$ cat config.mk
export PLATFORM = sky130hd
export DESIGN_NAME = victim_cache
export DESIGN_NICKNAME = d
export VERILOG_FILES = /design/src/rtl/vc_pkg.sv /design/src/rtl/vc_match.sv /design/src/rtl/vc_age.sv /design/src/rtl/vc_wb.sv /design/src/rtl/victim_cache.sv
export SDC_FILE = /design/constraint.sdc
export NUM_CORES = 2
export LEC_CHECK = 0
export BUFFER_PORTS_ARGS = -buffer_cell sky130_fd_sc_hd__buf_4
export CELL_PAD_IN_SITES_DETAIL_PLACEMENT = 0
export CELL_PAD_IN_SITES_GLOBAL_PLACEMENT = 1
export CORE_MARGIN = 3
export CORE_UTILIZATION = 52
export CTS_BUF_LIST = sky130_fd_sc_hd__clkbuf_4
export DETAILED_ROUTE_END_ITERATION = 10
export PLACE_DENSITY_LB_ADDON = 0.1
export SLEW_MARGIN = 5
export SYNTH_ARGS = -nofsm -noshare
export SYNTH_HDL_FRONTEND = slang
export SYNTH_SLANG_ARGS = --single-unit
$ cat constraint.sdc
create_clock -name clk -period 10.5 [get_ports clk]
set_input_delay 1.575 -clock clk [delete_from_list [all_inputs] [get_ports clk]]
set_output_delay 1.575 -clock clk [all_outputs]
set_load 0.1 [all_outputs]
$ cat src/rtl/vc_pkg.sv
package vc_pkg;

  // Where an accepted insertion lands
  typedef enum logic [2:0] {
    DST_NONE   = 3'd0,
    DST_MATCH  = 3'd1,  // address already held: update in place
    DST_SWAP   = 3'd2,  // take over the entry that the probe hit
    DST_FREE   = 3'd3,  // unused entry available
    DST_OLDEST = 3'd4   // buffer full: displace oldest
  } dst_kind_e;

endpackage

$ cat src/rtl/vc_match.sv
module vc_match #(
  parameter int N  = 16,
  parameter int AW = 26
) (
  input  logic [N-1:0]          valid_i,
  input  logic [AW-1:0]         tags_i [N],
  input  logic [AW-1:0]         key_i,
  output logic [N-1:0]          vec_o,
  output logic                  any_o,
  output logic [$clog2(N)-1:0]  idx_o
);

  localparam int IW = $clog2(N);

  for (genvar g = 0; g < N; g++) begin : g_cmp
    assign vec_o[g] = valid_i[g] && (tags_i[g] == key_i);
  end

  assign any_o = |vec_o;

  always_comb begin
    idx_o = '0;
    for (int i = 0; i < N; i++) begin
      if (vec_o[i]) idx_o = idx_o | IW'(i);
    end
  end

endmodule

$ cat src/rtl/vc_age.sv
module vc_age #(
  parameter int N = 16
) (
  input  logic                  clk,
  input  logic                  rst_n,
  input  logic [N-1:0]          valid_i,
  input  logic                  wr_en_i,
  input  logic [$clog2(N)-1:0]  wr_idx_i,
  input  logic                  rm_en_i,
  input  logic [$clog2(N)-1:0]  rm_idx_i,
  output logic [$clog2(N)-1:0]  oldest_o,
  output logic                  oldest_found_o
);

  localparam int RW = $clog2(N);
  localparam logic [RW-1:0] RMAX = RW'(N - 1);

  // rank 0 = newest, rank count-1 = oldest, for valid entries only
  logic [RW-1:0] rank_q [N];
  logic [RW-1:0] rank_d [N];

  always_comb begin
    for (int i = 0; i < N; i++) begin
      rank_d[i] = rank_q[i];
      if (wr_en_i) begin
        if (wr_idx_i == RW'(i)) begin
          rank_d[i] = '0;
        end else if (valid_i[i] &&
                     (!valid_i[wr_idx_i] || rank_q[i] < rank_q[wr_idx_i])) begin
          rank_d[i] = rank_q[i] + 1'b1;
        end
      end else if (rm_en_i) begin
        if (valid_i[i] && rm_idx_i != RW'(i) && rank_q[i] > rank_q[rm_idx_i]) begin
          rank_d[i] = rank_q[i] - 1'b1;
        end
      end
    end
  end

  always_ff @(posedge clk or negedge rst_n) begin
    if (!rst_n) begin
      for (int i = 0; i < N; i++) rank_q[i] <= '0;
    end else if (wr_en_i || rm_en_i) begin
      for (int i = 0; i < N; i++) rank_q[i] <= rank_d[i];
    end
  end

  always_comb begin
    oldest_o       = '0;
    oldest_found_o = 1'b0;
    for (int i = 0; i < N; i++) begin
      if (valid_i[i] && rank_q[i] == RMAX) begin
        oldest_o       = RW'(i);
        oldest_found_o = 1'b1;
      end
    end
  end

  // Checks on the age order
  logic rank_clash;
  always_comb begin
    rank_clash = 1'b0;
    for (int i = 0; i < N; i++) begin
      for (int j = i + 1; j < N; j++) begin
        if (valid_i[i] && valid_i[j] && rank_q[i] == rank_q[j]) rank_clash = 1'b1;
      end
    end
  end

  a_r6_rank_unique: assert property (@(posedge clk) disable iff (!rst_n)
    !rank_clash);

  a_r6_full_has_oldest: assert property (@(posedge clk) disable iff (!rst_n)
    (&valid_i) |-> oldest_found_o);

endmodule

$ cat src/rtl/vc_wb.sv
module vc_wb #(
  parameter int AW = 26,
  parameter int DW = 32
) (
  input  logic          clk,
  input  logic          rst_n,
  input  logic          load_i,
  input  logic [AW-1:0] load_addr_i,
  input  logic [DW-1:0] load_data_i,
  output logic          busy_o,
  output logic          wb_valid_o,
  input  logic          wb_ready_i,
  output logic [AW-1:0] wb_addr_o,
  output logic [DW-1:0] wb_data_o
);

  logic wb_valid_d;

  assign busy_o = wb_valid_o && !wb_ready_i;

  always_comb begin
    wb_valid_d = wb_valid_o;
    if (wb_valid_o && wb_ready_i) wb_valid_d = 1'b0;
    if (load_i)                   wb_valid_d = 1'b1;
  end

  always_ff @(posedge clk or negedge rst_n) begin
    if (!rst_n) wb_valid_o <= 1'b0;
    else        wb_valid_o <= wb_valid_d;
  end

  always_ff @(posedge clk) begin
    if (load_i) begin
      wb_addr_o <= load_addr_i;
      wb_data_o <= load_data_i;
    end
  end

  a_r7_wb_hold: assert property (@(posedge clk) disable iff (!rst_n)
    (wb_valid_o && !wb_ready_i) |=> (wb_valid_o && $stable(wb_addr_o) && $stable(wb_data_o)));

  a_r8_no_clobber: assert property (@(posedge clk) disable iff (!rst_n)
    load_i |-> !(wb_valid_o && !wb_ready_i));

endmodule

$ cat src/rtl/victim_cache.sv
module victim_cache
  import vc_pkg::*;
#(
  parameter int ADDR_W  = 26,
  parameter int DATA_W  = 32,
  parameter int ENTRIES = 16
) (
  input  logic              clk,
  input  logic              rst_n,
  input  logic              ins_valid,
  output logic              ins_ready,
  input  logic [ADDR_W-1:0] ins_addr,
  input  logic [DATA_W-1:0] ins_data,
  input  logic              ins_dirty,
  input  logic              probe_valid,
  input  logic [ADDR_W-1:0] probe_addr,
  output logic              probe_hit,
  output logic [DATA_W-1:0] probe_data,
  output logic              probe_dirty,
  output logic              wb_valid,
  input  logic              wb_ready,
  output logic [ADDR_W-1:0] wb_addr,
  output logic [DATA_W-1:0] wb_data
);

  localparam int N  = ENTRIES;
  localparam int IW = $clog2(N);

  // Entry storage
  logic [N-1:0]      valid_q, valid_d;
  logic [N-1:0]      dirty_q, dirty_d;
  logic [ADDR_W-1:0] tag_q  [N];
  logic [DATA_W-1:0] data_q [N];

  // Lookup results
  logic [N-1:0]  p_vec, i_vec;
  logic          p_any, i_any;
  logic [IW-1:0] p_idx, i_idx;

  vc_match #(.N(N), .AW(ADDR_W)) u_probe_match (
    .valid_i (valid_q),
    .tags_i  (tag_q),
    .key_i   (probe_addr),
    .vec_o   (p_vec),
    .any_o   (p_any),
    .idx_o   (p_idx)
  );

  vc_match #(.N(N), .AW(ADDR_W)) u_ins_match (
    .valid_i (valid_q),
    .tags_i  (tag_q),
    .key_i   (ins_addr),
    .vec_o   (i_vec),
    .any_o   (i_any),
    .idx_o   (i_idx)
  );

  // Hit side
  logic p_hit_v;
  assign p_hit_v     = probe_valid && p_any;
  assign probe_hit   = p_hit_v;
  assign probe_data  = p_hit_v ? data_q[p_idx]  : '0;
  assign probe_dirty = p_hit_v ? dirty_q[p_idx] : 1'b0;

  // Insertion handshake
  logic wb_busy, ins_fire;
  assign ins_ready = !wb_busy;
  assign ins_fire  = ins_valid && ins_ready;

  // Free entry search (lowest unused)
  logic [IW-1:0] free_idx;
  logic          full;
  assign full = &valid_q;

  always_comb begin
    free_idx = '0;
    for (int i = N - 1; i >= 0; i--) begin
      if (!valid_q[i]) free_idx = IW'(i);
    end
  end

  // Destination choice
  logic [IW-1:0] oldest_idx;
  logic          oldest_found;
  dst_kind_e     kind;
  logic [IW-1:0] wr_idx;
  logic          wr_en, rm_en;

  always_comb begin
    kind   = DST_NONE;
    wr_idx = '0;
    if (ins_fire) begin
      if (i_any) begin
        kind   = DST_MATCH;
        wr_idx = i_idx;
      end else if (p_hit_v) begin
        kind   = DST_SWAP;
        wr_idx = p_idx;
      end else if (!full) begin
        kind   = DST_FREE;
        wr_idx = free_idx;
      end else begin
        kind   = DST_OLDEST;
        wr_idx = oldest_idx;
      end
    end
  end

  assign wr_en = (kind != DST_NONE);
  assign rm_en = p_hit_v && !ins_fire;

  vc_age #(.N(N)) u_age (
    .clk            (clk),
    .rst_n          (rst_n),
    .valid_i        (valid_q),
    .wr_en_i        (wr_en),
    .wr_idx_i       (wr_idx),
    .rm_en_i        (rm_en),
    .rm_idx_i       (p_idx),
    .oldest_o       (oldest_idx),
    .oldest_found_o (oldest_found)
  );

  // Displacement to write-back
  logic wb_load;
  assign wb_load = (kind == DST_OLDEST) && dirty_q[oldest_idx];

  vc_wb #(.AW(ADDR_W), .DW(DATA_W)) u_wb (
    .clk         (clk),
    .rst_n       (rst_n),
    .load_i      (wb_load),
    .load_addr_i (tag_q[oldest_idx]),
    .load_data_i (data_q[oldest_idx]),
    .busy_o      (wb_busy),
    .wb_valid_o  (wb_valid),
    .wb_ready_i  (wb_ready),
    .wb_addr_o   (wb_addr),
    .wb_data_o   (wb_data)
  );

  // Next state of the flags
  always_comb begin
    valid_d = valid_q;
    dirty_d = dirty_q;
    if (wr_en) begin
      valid_d[wr_idx] = 1'b1;
      dirty_d[wr_idx] = ins_dirty || ((kind == DST_MATCH) && dirty_q[wr_idx]);
    end
    if (rm_en) valid_d[p_idx] = 1'b0;
  end

  always_ff @(posedge clk or negedge rst_n) begin
    if (!rst_n) begin
      valid_q <= '0;
      dirty_q <= '0;
    end else if (wr_en || rm_en) begin
      valid_q <= valid_d;
      dirty_q <= dirty_d;
    end
  end

  always_ff @(posedge clk) begin
    if (wr_en) begin
      tag_q[wr_idx]  <= ins_addr;
      data_q[wr_idx] <= ins_data;
    end
  end

  // Checks
  logic dup_found;
  always_comb begin
    dup_found = 1'b0;
    for (int i = 0; i < N; i++) begin
      for (int j = i + 1; j < N; j++) begin
        if (valid_q[i] && valid_q[j] && tag_q[i] == tag_q[j]) dup_found = 1'b1;
      end
    end
  end

  a_r9_no_duplicate: assert property (@(posedge clk) disable iff (!rst_n)
    !dup_found);

  a_r10_probe_onehot: assert property (@(posedge clk) disable iff (!rst_n)
    $onehot0(p_vec));

  a_r3_hit_removed: assert property (@(posedge clk) disable iff (!rst_n)
    (p_hit_v && !ins_fire) |=>
      !(probe_valid && probe_addr == $past(probe_addr) && probe_hit));

  a_r4_swap_same_count: assert property (@(posedge clk) disable iff (!rst_n)
    (ins_fire && p_hit_v && !i_any) |=>
      ($countones(valid_q) == $countones($past(valid_q))));

  a_r6_full_uses_oldest: assert property (@(posedge clk) disable iff (!rst_n)
    (ins_fire && full && !i_any && !p_hit_v) |-> oldest_found);

endmodule

; Word level (Yosys, flattened, before mapping)
; Memories as Yosys holds them, arrays and structs flattened. A register that Yosys moved wholly into a read port is not among the register bits.
; Cells that the tools add are included.
[word_totals]
inputBits = 90
out_inout_bits = 94
regBits = 539
n_memories = 1
ramBits = 512
[mem_list]
columns = name, depth, width, read_ports, rd_ports_with_merged_regs, write_ports, line_no
row1 = data_q, 16, 32, 2, 1, 1, victim_cache.sv:33  ; logic [DATA_W-1:0] data_q [N];
[classes]
eq_ne = 95
magnitude_cmp = 41
bitwise_logic = 6
n_addsub = 32
mux = 182
n_reduce_logical = 168
[op_table]
columns = op, n
row1 = equality test 26 bit, 32
row2 = two-way mux 4 bit, 128
row3 = bitwise mux 416 bit, 1
row4 = logical AND 1 bit, 105
row5 = binary-select mux 26 bit (select 4 bit), 1
row6 = demux 26 bit (select 4 bit), 1
row7 = equality test 4 bit (second input constant), 23
row8 = two-way mux 26 bit, 3
row9 = adder 4 x 1 -> 4 bit (second input constant), 16
row10 = greater-than comparator 4 bit, 16
row11 = less-than comparator 4 bit, 16
row12 = AND reduction 4 bit, 16
row13 = subtractor 4 x 1 -> 4 bit (second input constant), 16
row14 = two-way mux 3 bit, 16
row15 = != test 3 bit (second input constant), 16
row16 = nonzero test 2 bit, 18
row17 = binary-select mux 4 bit (select 4 bit), 2
row18 = two-way mux 16 bit, 2
row19 = two-way mux 32 bit, 1
row20 = != test 4 bit (second input constant), 8
row21 = OR reduction 16 bit, 2
row22 = logical OR 1 bit, 18
row23 = AND 16 bit, 1
row24 = binary-select mux 1 bit (select 4 bit), 4
row25 = 25 further kinds, 62

; Logic depth before layout (Yosys ltp)
[logic_depth]
ltp_word = 31
depth_mapped = 29
ltp_nobuf = 24

; Cells and area by module
; From an unflattened synthesis, not the netlist that was laid out.
[hier_totals]
cells_unflattened = 4196
area_unflattened_um2 = 62821.5
[by_module_without_submodules]
columns = mod, n_inst, area_each_um2, cells_per_inst, seq_area_each_um2
row1 = victim_cache, 1, 40840.4, 1759, 28667.5
row2 = vc_match, 2, 5426.5, 640, 0.0
row3 = vc_age, 1, 9341.5, 1096, 1601.5
row4 = vc_wb, 1, 1786.7, 61, 1766.7

; Least setup slack after synthesis
; OpenSTA, ideal clock, no wires.
[synth_timing]
path_type = input to register
start = input ins_addr[20]
end = register u_age.rank_q[43] in the netlist's numbering
path_buffers = 4
slack_ns = 0.934
required_ns = 10.372
arrival_ns = 9.438
path_stages = 23
path_cell_list = buf_2 > buf_2 > xnor2_1 > nand2_1 > or3b_2 > nor4_1 > and4_1 > a41oi_1 > nand3_1 > o31ai_1 > clkbuf_1 > nand2b_1 > clkbuf_1 > nor2_1 > inv_1 > o2111ai_1 > ha_1 > a21o_1 > a221o_1 > a21o_1 > a21boi_2 > a21oi_1 > mux2_1
[synth_between]
elab_chain_len = 28
elab_cells_between_ends = 71
[synth_rtl]
columns = element, line_no
row1 = "start, declared", victim_cache.sv:12  ; input logic [ADDR_W-1:0] ins_addr,
row2 = equality test 26 bit, vc_match.sv:16  ; assign vec_o[g] = valid_i[g] && (tags_i[g] == key_i);
row3 = logical AND 1 bit, vc_match.sv:16
row4 = two-way mux 1 bit, vc_match.sv:24  ; if (vec_o[i]) idx_o = idx_o | IW'(i);
row5 = two-way mux 2 bit (2 in series), vc_match.sv:24
row6 = two-way mux 3 bit (4 in series), vc_match.sv:24
row7 = two-way mux 4 bit (8 in series), vc_match.sv:24
row8 = two-way mux 4 bit, victim_cache.sv:93  ; if (i_any) begin
row9 = two-way mux 4 bit, victim_cache.sv:92  ; if (ins_fire) begin
row10 = NOT 4 -> 5 bit (implied by the code), vc_age.sv:29  ; (!valid_i[wr_idx_i] || rank_q[i] < rank_q[wr_idx_i])) begin
row11 = binary-select mux 4 bit (select 4 bit), vc_age.sv:29
row12 = two-way mux 4 bit (implied by the code) (2 in series), vc_age.sv:29
row13 = less-than comparator 4 bit, vc_age.sv:29
row14 = logical OR 1 bit, vc_age.sv:29
row15 = logical AND 1 bit, vc_age.sv:28  ; end else if (valid_i[i] &&
row16 = != test 3 bit (no source line), --
row17 = AND reduction 4 bit (no source line), --
row18 = "end, declared", vc_age.sv:19  ; logic [RW-1:0] rank_q [N];
; Several ways; a longest one is shown, not always the timed one. The select of a mux whose other input is x is not followed.
; A chain may end at the register's enable or synchronous reset.

; Worst setup path in the final report
[layout_timing]
start = input probe_addr[17]
end = output probe_data[24]
[layout_between]
elab_chain_len = 19
elab_cells_between_ends = 51
[layout_rtl]
columns = element, line_no
row1 = "start, declared", victim_cache.sv:16  ; input logic [ADDR_W-1:0] probe_addr,
row2 = equality test 26 bit, vc_match.sv:16
row3 = logical AND 1 bit, vc_match.sv:16
row4 = two-way mux 1 bit, vc_match.sv:24
row5 = two-way mux 2 bit (2 in series), vc_match.sv:24
row6 = two-way mux 3 bit (4 in series), vc_match.sv:24
row7 = two-way mux 4 bit (8 in series), vc_match.sv:24
row8 = memory read (16 x 32 bit), --
row9 = two-way mux 32 bit (*), victim_cache.sv:62  ; assign probe_data = p_hit_v ? data_q[p_idx] : '0;
row10 = "end, declared", victim_cache.sv:18  ; output logic [DATA_W-1:0] probe_data,
; Mark *: on every way between the ends. The rest lies on a longest branch, timed or not.

==> results <==
- The type of destination of the critical path is an output pin.
- Once detail routing completed, the nets flagged for antenna violations numbered 0.
- The area of the core is 126400 sq um.
- For this configuration, the core starts out at a cell density of 52.67%.
- The fraction of the yosys area taken by sequential cells is 48.12%.
- Buffers placed on the I/O ports in this run total 183.
- No sink is reached through more buffers than the 4 on the longest clock path.
- For this design the top-level I/O count stands at 184.
- For this run, the total global-route usage over all layers was measured as 40.81%.
- Yosys attributes the largest share of cell area to sky130_fd_sc_hd__edfxtp_1 44%, sky130_fd_sc_hd__xnor2_1 7.6%, sky130_fd_sc_hd__mux2i_1 6.9%, sky130_fd_sc_hd__nand2_1 6.5%, sky130_fd_sc_hd__dfrtp_1 3.6%.
- Detailed placement ended at an HPWL of 177.0 mm.
- The number of fillers in the final layout is 10930.
- The worst setup skew after layout is 0.1225 ns.
- The predominant post-synthesis flop cell is sky130_fd_sc_hd__edfxtp_1.
- The die area is 132400 sq um.
- The instance count of the mapped netlist is 6421.
- The initial antenna violation count is 10.
- The CTS tree is built.
- In this run the cell area of the synthesized design comes to 66570 sq um.
- At the later pin of the worst-skew pair, clock insertion delay measures 1.28 ns.
- The smallest setup slack after layout is 2.027 ns.
- The design draws 21.36 mW.
- The floorplan has 130 rows.
- Of the cells placed in the final design, the portion with a size suffix greater than 1 is 12.61%.
- The net count of the finished layout is 6801.
- The largest net degree at the start of global routing is 176.
- The DRC violations left is 0.
- In this run, synthesis inferred 986 flip-flops with an integrated enable.
- The relative slew slack is -0.9301%.
- The total number of clock tree sinks is 1083.
- The dominant cell type by area after synthesis is sky130_fd_sc_hd__edfxtp_1.
- In this run the mean area of a mapped cell was 10.37 sq um.
- The synthesis-stage register bit count is 1083.
- Summed over all layers, the global routing overflow is 0.
- Counting the buffers created by CTS gives 311.
- After clock tree synthesis, the clock-pin slew on the worst setup and hold paths is 0.05 ns.
- The final reports fail on capacitance limit, slew limit.
- The number of pins with negative max-slew slack in the final report is 2.
- In the final layout, flip-flops and latches occupy 32040 sq um.
- The H-tree generated during clock tree synthesis spans 5 levels.
- The number of warning messages in the yosys log is 0.
- From bottom edge to top edge, the die measures 363.8 um.
- At the pin with the least slew margin, the transition time is 1.504 ns.
- The tightest min-delay check is of the input port to async pin type.
- The tool flagged a number of max-cap violations equal to 1.
- The width of the chip is 363.8 um.
- The number of post-CTS setup repair buffers is 0.
- Setup repair after global routing left no endpoint under its margin.
- The area share of the largest cell type after synthesis is 44.48%.
- Power spread over the standard cell area amounts to 293.8 nW/um^2.
- The hold violation total from the final report is 0.
- The worst vdd rail ir drop is 0.0003526 V.
- After clock tree synthesis, the repair step resized 0 gates.
- The net count of the mapped netlist is 6655.
- The placement-stage worst setup slack is 1.577 ns.
- Data arrives at the worst endpoint at 6.90 ns.
- Routability-driven placement finished with a final weighted congestion of 1.006.
- The worst register-to-register path begins at tag_q[232].
- Of all nets on the critical path, the largest fanout is 139.
- The total vias in the final route is 57260.
- The count of unique library cells instantiated by Yosys is 98.
- Wires add up to 275.3 mm.
- The first detailed-routing pass ran for 8 iterations.
- The initial detailed-routing violation count is 7383.
- From synthesis to final layout, the design area changed by 9.210%.
- The run finished, with violations left.
- The share of the clock period used by the worst path is 80.70%.
- The critical path required time is 8.93 ns.
- The area occupied by multi-input gates is 32370 sq um.
- Setup violations remaining at the end of the flow were counted as 0.
- The via count of the first global-routing pass is 54590.
- The first-pass GRT wire length is 388.8 mm.
- The static leakage power is 24.89 nW.
- The critical path is of the input port to output pin type.
- After detailed routing, the number of vias per cell comes to 6.801.
- The mean routed wirelength per cell is 32.70 um.
- The post-layout minimum cycle time is 8.473 ns.
- The critical path launch point is probe_addr[17].
- The sum of negative setup slack is 0 ns.
- The number of buffers inserted for hold repair after clock tree synthesis is 0.
- STA classifies the critical path startpoint as an input port.
- CTS placed an instance of sky130_fd_sc_hd__clkbuf_4 at the clock tree root.
- After synthesis, the share of flip-flops with an asynchronous set or reset is 8.957%.
- Derived from the worst setup path, the maximum achievable clock frequency is 118.0 MHz.
==> report_power, final <==
part           leakage, nW  switching (mW)  total [mW]  internal, mW
Clock                 2.15            1.83        3.75          1.92
Combinational         12.7            7.43        10.9          3.46
Sequential            10.1           0.965        6.71          5.75
Total                 24.9            10.2        21.4          11.1
==> flip-flops by register name (all words and copies together), names as in the netlist <==
signal / cells
tag_q: 416
u_age.rank_q: 64
u_wb.wb_valid_o: 1
valid_q: 16
u_wb.wb_data_o: 32
data_q: 512
dirty_q: 16
u_wb.wb_addr_o: 26
==> kinds of logic after synthesis <==
kind of cell,count (synthesis),share of synthesized area [%]
simple gates,2444,17.66
fa+ha+maj,144,2.707
xor+xnor,829,10.91
mux,490,7.473
flops,1083,48.12
compound gates,890,9.505
buf+inv,541,3.622
==> layout by cell type, fill, tap and decap left out, types with 75 or more instances in the layout <==
cell                       netlist  final
sky130_fd_sc_hd__a21oi_1       177    175
sky130_fd_sc_hd__a311oi_1      181    181
sky130_fd_sc_hd__a31oi_1       110    109
sky130_fd_sc_hd__and3_1        141    140
sky130_fd_sc_hd__buf_4          32    282
sky130_fd_sc_hd__clkbuf_4        0    430
sky130_fd_sc_hd__dfrtp_1        97     97
sky130_fd_sc_hd__edfxtp_1      986    986
sky130_fd_sc_hd__ha_1          144    144
sky130_fd_sc_hd__inv_1          80     75
sky130_fd_sc_hd__mux2i_1       460    460
sky130_fd_sc_hd__nand2_1      1161   1160
sky130_fd_sc_hd__nand3_1       280    280
sky130_fd_sc_hd__nand4_1       331    331
sky130_fd_sc_hd__nor2_1        173    163
sky130_fd_sc_hd__nor4_1        117    117
sky130_fd_sc_hd__o21ai_0        98     96
sky130_fd_sc_hd__xnor2_1       580    580
sky130_fd_sc_hd__xor2_1        249    249
==> final cells by class <==
class	count	share of cell area, %
diodes	11	0.03786
clock buffers	430	4.440
clock inverters	75	0.4819
inverters	83	0.4526
multi-input cells	4797	44.52
flip-flops and latches	1083	44.07
well taps	1650	2.840
repair buffers	291	3.160
==> routing by layer <==
metal / part of all wire [%] / track usage [%]
met1: 39 / 53.79
met2: 43 / 60.78
met3: 12 / 10.53
met4: 6.5 / 24.17
met5: 0.0084 / 0
==> metrics by stage <==
step	util, %	hold slack (ns)	instances	instance area, sq um
2_1_floorplan	-	0.5173	6421	66570
3_3_place_gp	54.66	0.5159	7904	69080
3_5_place_dp	54.66	0.5307	7904	69080
4_1_cts	57.49	0.2176	8409	72660
5_1_grt	57.51	0.2866	8414	72690
6_report	57.52	0.3116	8420	72700
==> worst max-delay path: stages <==
cell	delay, ns
sky130_fd_sc_hd__buf_4	0.41
sky130_fd_sc_hd__xnor2_1	0.27
sky130_fd_sc_hd__nand4_1	0.14
sky130_fd_sc_hd__nor4_1	0.55
sky130_fd_sc_hd__nand2_1	0.29
sky130_fd_sc_hd__and4_1	0.34
sky130_fd_sc_hd__nand4_1	0.51
sky130_fd_sc_hd__buf_4	0.50
sky130_fd_sc_hd__buf_12	0.62
sky130_fd_sc_hd__mux2i_1	0.23
sky130_fd_sc_hd__mux2i_1	0.18
sky130_fd_sc_hd__o221ai_1	0.13
sky130_fd_sc_hd__a31oi_1	0.41
sky130_fd_sc_hd__buf_4	0.38
==> Yosys cell counts, types with 110 or more instances <==
library cell	number
sky130_fd_sc_hd__nand2_1	1161
sky130_fd_sc_hd__edfxtp_1	986
sky130_fd_sc_hd__xnor2_1	580
sky130_fd_sc_hd__mux2i_1	460
sky130_fd_sc_hd__nand4_1	331
sky130_fd_sc_hd__clkbuf_1	283
sky130_fd_sc_hd__nand3_1	280
sky130_fd_sc_hd__xor2_1	249
sky130_fd_sc_hd__a311oi_1	181
sky130_fd_sc_hd__a21oi_1	177
sky130_fd_sc_hd__nor2_1	173
sky130_fd_sc_hd__ha_1	144
sky130_fd_sc_hd__and3_1	141
sky130_fd_sc_hd__nor4_1	117
sky130_fd_sc_hd__a31oi_1	110
==> final timing paths <==
check | endpoint | slack [ns] | cells after the start
min in group clk | valid_q[4] | 0.55 | 2
max in group asynchronous | dirty_q[4] | 8.77 | 2
worst max register to register | u_age.rank_q[8] | 2.77 | 23
worst min-delay path | u_age.rank_q[17] | 0.31 | 1
worst max-delay path | probe_data[24] | 2.03 | 14
worst min register to register | valid_q[4] | 0.55 | 2
No activity file was read; power rests on OpenSTA's default activity.
